File: src/rtl/wdc_pkg.sv
`timescale 1ns/1ps
package wdc_pkg;
  typedef enum logic [1:0] {
    MODE_READ   = 2'd0,
    MODE_SINGLE = 2'd1,
    MODE_DRAIN  = 2'd2
  } wdc_mode_e;
endpackage

File: src/rtl/wdc_level_cmp.sv
`timescale 1ns/1ps
module wdc_level_cmp #(
  parameter int CNT_W   = 6,
  parameter int LOW_WM  = 4,
  parameter int SGL_TH  = 16,
  parameter int HIGH_WM = 24
) (
  input  logic             clk_i,
  input  logic             rst_ni,
  input  logic [CNT_W-1:0] count_i,
  output logic             ge_high_o,
  output logic             ge_sgl_o,
  output logic             le_low_o
);
  localparam logic [CNT_W-1:0] HIGH_C = CNT_W'(HIGH_WM);
  localparam logic [CNT_W-1:0] SGL_C  = CNT_W'(SGL_TH);
  localparam logic [CNT_W-1:0] LOW_C  = CNT_W'(LOW_WM);

  assign ge_high_o = (count_i >= HIGH_C);
  assign ge_sgl_o  = (count_i >= SGL_C);
  assign le_low_o  = (count_i <= LOW_C);

  // level ordering: top implies middle, bottom excludes middle
  assert_level_order_hi_R5: assert property (@(posedge clk_i) disable iff (!rst_ni)
    ge_high_o |-> ge_sgl_o);
  assert_level_order_lo_R5: assert property (@(posedge clk_i) disable iff (!rst_ni)
    le_low_o |-> !ge_sgl_o);
endmodule

File: src/rtl/wdc_mode_fsm.sv
`timescale 1ns/1ps
module wdc_mode_fsm
  import wdc_pkg::*;
(
  input  logic      clk_i,
  input  logic      rst_ni,
  input  logic      ge_high_i,
  input  logic      ge_sgl_i,
  input  logic      le_low_i,
  output wdc_mode_e mode_o
);
  wdc_mode_e mode_q, mode_d;

  always_comb begin
    mode_d = mode_q;
    unique case (mode_q)
      MODE_READ: begin
        if (ge_high_i)     mode_d = MODE_DRAIN;
        else if (ge_sgl_i) mode_d = MODE_SINGLE;
      end
      MODE_SINGLE: begin
        if (ge_high_i)     mode_d = MODE_DRAIN;
        else if (!ge_sgl_i) mode_d = MODE_READ;
      end
      MODE_DRAIN: begin
        if (le_low_i)      mode_d = MODE_READ;
      end
      default:             mode_d = MODE_READ;
    endcase
  end

  always_ff @(posedge clk_i or negedge rst_ni) begin
    if (!rst_ni) mode_q <= MODE_READ;
    else         mode_q <= mode_d;
  end

  assign mode_o = mode_q;

  assert_legal_mode_R1: assert property (@(posedge clk_i) disable iff (!rst_ni)
    mode_q != 2'd3);
  assert_drain_entry_R2: assert property (@(posedge clk_i) disable iff (!rst_ni)
    (mode_q != MODE_DRAIN && ge_high_i) |=> mode_q == MODE_DRAIN);
  assert_single_entry_R3: assert property (@(posedge clk_i) disable iff (!rst_ni)
    (mode_q == MODE_READ && ge_sgl_i && !ge_high_i) |=> mode_q == MODE_SINGLE);
  assert_single_exit_R4: assert property (@(posedge clk_i) disable iff (!rst_ni)
    (mode_q == MODE_SINGLE && !ge_sgl_i) |=> mode_q == MODE_READ);
  assert_drain_hold_R5: assert property (@(posedge clk_i) disable iff (!rst_ni)
    (mode_q == MODE_DRAIN && !le_low_i) |=> mode_q == MODE_DRAIN);
  assert_drain_no_single_R5: assert property (@(posedge clk_i) disable iff (!rst_ni)
    mode_q == MODE_DRAIN |=> mode_q != MODE_SINGLE);
endmodule

File: src/rtl/wdc_issue_gate.sv
`timescale 1ns/1ps
module wdc_issue_gate
  import wdc_pkg::*;
(
  input  logic      clk_i,
  input  logic      rst_ni,
  input  wdc_mode_e mode_i,
  input  logic      sgl_pend_i,
  output logic      wr_en_o
);
  always_comb begin
    unique case (mode_i)
      MODE_DRAIN:  wr_en_o = 1'b1;
      MODE_SINGLE: wr_en_o = !sgl_pend_i;
      default:     wr_en_o = 1'b0;
    endcase
  end

  assert_read_blocks_R6: assert property (@(posedge clk_i) disable iff (!rst_ni)
    mode_i == MODE_READ |-> !wr_en_o);
  assert_drain_issues_R6: assert property (@(posedge clk_i) disable iff (!rst_ni)
    mode_i == MODE_DRAIN |-> wr_en_o);
  assert_single_yield_R7: assert property (@(posedge clk_i) disable iff (!rst_ni)
    (mode_i == MODE_SINGLE && sgl_pend_i) |-> !wr_en_o);
endmodule

File: src/rtl/wdc_top.sv
`timescale 1ns/1ps
module wdc_top
  import wdc_pkg::*;
#(
  parameter int CNT_W   = 6,
  parameter int LOW_WM  = 4,
  parameter int SGL_TH  = 16,
  parameter int HIGH_WM = 24
) (
  input  logic             clk_i,
  input  logic             rst_ni,
  input  logic [CNT_W-1:0] wq_count_i,
  input  logic             sgl_pend_i,
  output logic [1:0]       mode_o,
  output logic             wr_en_o
);
  logic      ge_high, ge_sgl, le_low;
  wdc_mode_e mode;

  wdc_level_cmp #(
    .CNT_W(CNT_W), .LOW_WM(LOW_WM), .SGL_TH(SGL_TH), .HIGH_WM(HIGH_WM)
  ) u_cmp (
    .clk_i(clk_i), .rst_ni(rst_ni), .count_i(wq_count_i),
    .ge_high_o(ge_high), .ge_sgl_o(ge_sgl), .le_low_o(le_low)
  );

  wdc_mode_fsm u_fsm (
    .clk_i(clk_i), .rst_ni(rst_ni),
    .ge_high_i(ge_high), .ge_sgl_i(ge_sgl), .le_low_i(le_low),
    .mode_o(mode)
  );

  wdc_issue_gate u_gate (
    .clk_i(clk_i), .rst_ni(rst_ni), .mode_i(mode),
    .sgl_pend_i(sgl_pend_i), .wr_en_o(wr_en_o)
  );

  assign mode_o = mode;
endmodule

File: config.mk
export PLATFORM = sky130hd
export DESIGN_NAME = wdc_top
export DESIGN_NICKNAME = d
export VERILOG_FILES = /design/src/rtl/wdc_pkg.sv /design/src/rtl/wdc_level_cmp.sv /design/src/rtl/wdc_mode_fsm.sv /design/src/rtl/wdc_issue_gate.sv /design/src/rtl/wdc_top.sv
export SDC_FILE = /design/constraint.sdc
export NUM_CORES = 1
export LEC_CHECK = 0
export ABC_AREA = 1
export BUFFER_PORTS_ARGS = -buffer_cell sky130_fd_sc_hd__clkbuf_2
export CAP_MARGIN = 10
export CORE_AREA = 2 2 39 41
export CTS_BUF_LIST = sky130_fd_sc_hd__clkbuf_2
export CTS_CLUSTER_DIAMETER = 200
export DETAILED_ROUTE_END_ITERATION = 6
export DIE_AREA = 0 0 41 43
export HOLD_SLACK_MARGIN = 0.06
export SETUP_SLACK_MARGIN = 0.5
export SLEW_MARGIN = 20
export SYNTH_ARGS = -nofsm -noshare
export SYNTH_HDL_FRONTEND = slang
export SYNTH_SLANG_ARGS = --single-unit
File: constraint.sdc
create_clock -name clk_i -period 1.6 [get_ports clk_i]
set_input_delay 0.08 -clock clk_i [delete_from_list [all_inputs] [get_ports clk_i]]
set_output_delay 0.08 -clock clk_i [all_outputs]
set_load 0.005 [all_outputs]
==> impl_metrics.env <==
export IMPL_clock_path_buffers=2
export IMPL_arrival_ps=1160
export IMPL_cts_tree="built"
export IMPL_synth_ff_type="dfrtp_1"
export IMPL_leakagePower_nw=0.1960
export IMPL_min_period_over_period=0.7760
export IMPL_max_slew_margin=0.8745
export IMPL_hold_class="in2async"
export IMPL_htreeDepth=1
export IMPL_synthCells=33
export IMPL_antenna_cells=0
export IMPL_clkLatencyLatePin_ps=190
export IMPL_synth_area_sq_um=215.2
export IMPL_critPathBufInv=2
export IMPL_root_buffer="clkbuf_2"
export IMPL_fin_nets=65
export IMPL_maxCapViolCount=0
export IMPL_initial_core_util=0.1555
export IMPL_synth_area_leaders="dfrtp_1 23%, ha_1 17%, nand2_1 12%"
export IMPL_drtIter0Drc=1
export IMPL_synthXorXnorAreaFrac=0
export IMPL_grt_overflow=0
export IMPL_muxShareOfSynthArea=0
export IMPL_grt_total_usage=0.07631
export IMPL_port_buffers=11
export IMPL_ys_seq_area_frac=0.2326
export IMPL_synth_cell_types=12
export IMPL_vdd_ir_drop_max_mv=0.5126
export IMPL_status="finished clean"
export IMPL_row_count=14
export IMPL_avgSynthCellArea_sq_um=6.521
export IMPL_slew_viol_final=0
export IMPL_yosys_cell_count_top_type="nand2_1"
export IMPL_drt_wl_total_um=521
export IMPL_hold_viol=0
export IMPL_drive_gt1_frac=0.5490
export IMPL_vias_per_cell=3.866
export IMPL_setup_tns_ps=0
export IMPL_min_period_ps=1242
export IMPL_synth_edff_count=0
export IMPL_fp_dieH_um=43
export IMPL_synth_top_family_by_area="simple AND/OR/NAND/NOR gates"
export IMPL_p_seq_frac=0.211
export IMPL_gp_congestion=0.7288
export IMPL_post_drt_wl_per_cell_um=7.776
export IMPL_drt_first_pass_iters=2
export IMPL_grt_pass1_wl_um=828
export IMPL_end_kind="output pin"
export IMPL_dp_cells=60
export IMPL_synthAdderAreaFrac=0.1744
export IMPL_numCtsBuffers=3
export IMPL_grt_setup_unrepaired="true"
export IMPL_die_w_um=41
export IMPL_fmax_ghz=0.8054
export IMPL_grt_start_max_net_pins=4
export IMPL_clkPwrFrac=0.168
export IMPL_internal_power_mw=0.2623
export IMPL_ys_seq_elements=2
export IMPL_synth_compound_area_frac=0.09884
export IMPL_dp_hpwl_um=382.7
export IMPL_vias=259
export IMPL_first_global_vias=228
export IMPL_yosysTopAreaCell="dfrtp_1"
export IMPL_route_detailed_drc=0
export IMPL_synthSimpleGateAreaFrac=0.3895
export IMPL_core_area_sq_um=1384
export IMPL_dieArea_sq_um=1763
export IMPL_postRouteAntennaNets=0
export IMPL_syn2layout_area_growth_pct=66.28
export IMPL_swShare=0.4234
export IMPL_fin_ws_ps=358.4
export IMPL_fin_util=0.2586
export IMPL_max_stage_delay_ps=420
export IMPL_synth_top_area_frac=0.2326
export IMPL_largest_reg_flops=2
export IMPL_fill_cells=153
export IMPL_path_delay_family="flip-flops"
export IMPL_ios=12
export IMPL_crit_required_ps=1520
export IMPL_synth_async_sr_flop_share=1.000
export IMPL_yosysWarnings=0
export IMPL_setup_viol=0
export IMPL_power_frac_comb=0.621
export IMPL_max_slew_worst_pin_slew_ps=188.3
export IMPL_antenna_found_initial=0
export IMPL_crit_slowest_cell="dfrtp_1"
export IMPL_fin_total_pwr_mw=0.4550
export IMPL_crit_type="reg2out"
export IMPL_stdcell_count=67
export IMPL_clock_sinks=2
export IMPL_setup_worst_path_start_class="flop"
export IMPL_place_ws_ps=433.7
export IMPL_path_cells="inv_2, ha_1, o21a_1, clkbuf_2"
export IMPL_synth_fp_nets=45
export IMPL_synth_commonest_cells="7 x nand2_1, 5 x nor2_1, 4 x nand3_1"
export IMPL_powerDensity_nw_per_um2=1271
export IMPL_switching_power_mw=0.1927
export IMPL_skew_ps=1.217
export IMPL_clk_pin_slew_worst_paths_ps=30
export IMPL_critPathMaxFanout=3
==> what timing repair did <==
action                                  in CTS  in global routing
endpoints found under the setup margin       3                  3
buffers inserted                             3                  0
pin swaps                                    0                  4
hold buffers                                 1                  0
endpoints found under the hold margin        2                  0
gates resized for setup                      2                  4
==> cell usage in the layout (no fill, tap or decap), drive strengths merged <==
master,instances
clkbuf,14
buf,3
nand3,4
dfrtp,2
nor2,5
inv,6
nand2,9
and2,1
dlygate4sd3,1
o21ai,1
a21oi,1
ha,3
o21a,1
==> area by class of cell <==
cell class / count / area (sq um) / share of cell area
tap: 16 / 20.02 / 0.05594
clock buffer: 3 / 15.01 / 0.04196
timing repair buffer: 15 / 87.58 / 0.2448
multi-input combinational: 25 / 162.7 / 0.4545
sequential: 2 / 50.05 / 0.1399
inverter: 6 / 22.52 / 0.06294
==> path summary, 6_finish.rpt <==
| kind | start | endpoint | slack (ps) | cells after the start |
|---|---|---|---|---|
| max | u_fsm.mode_o[0]$_DFFE_PN0P_ | wr_en_o | 360 | 4 |
| max in group asynchronous | rst_ni | u_fsm.mode_o[1]$_DFFE_PN0P_ | 1290 | 2 |
| max reg2reg | u_fsm.mode_o[0]$_DFFE_PN0P_ | u_fsm.mode_o[1]$_DFFE_PN0P_ | 400 | 8 |
| min reg2reg | u_fsm.mode_o[1]$_DFFE_PN0P_ | u_fsm.mode_o[1]$_DFFE_PN0P_ | 640 | 3 |
| min in group clk_i | wq_count_i[2] | u_fsm.mode_o[1]$_DFFE_PN0P_ | 320 | 6 |
| min | rst_ni | u_fsm.mode_o[0]$_DFFE_PN0P_ | 220 | 2 |
==> through the flow <==
| step | hold slack [ps] | instance area, sq um |
|---|---|---|
| floorplan | -215.6 | 215.2 |
| global placement | -131.7 | 290.3 |
| detailed placement | -132.5 | 290.3 |
| CTS | 193.8 | 340.3 |
| global route | 198.7 | 357.8 |
| finish | 217.6 | 357.8 |
==> power groups by stage <==
| stage | clock network [mW] | registers, mW | logic, mW |
|---|---|---|---|
| after detailed placement | 0 | 0.0932 | 0.220 |
| after global routing | 0.0930 | 0.100 | 0.325 |
| final | 0.0764 | 0.0960 | 0.283 |
| after CTS | 0.0842 | 0.0905 | 0.268 |
| after floorplan | 0 | 0.0916 | 0.149 |
| after global placement | 0 | 0.0940 | 0.215 |
==> cell families after synthesis <==
logic type	after synthesis
AO/OA/AOI/OAI	3
AND/OR/NAND/NOR	19
adder cells (fa/ha/maj)	3
buffers and inverters	6
flip-flops	2
==> metal layers <==
metal	vias to the layer above	GRT usage	wire length (um)
met1	110	0.07074	218
met3	0	0.05236	31
li1	141	-	-
met2	8	0.1000	270
met5	-	0	0
met4	0	0.08000	0
No activity file was read; power rests on OpenSTA's default activity.
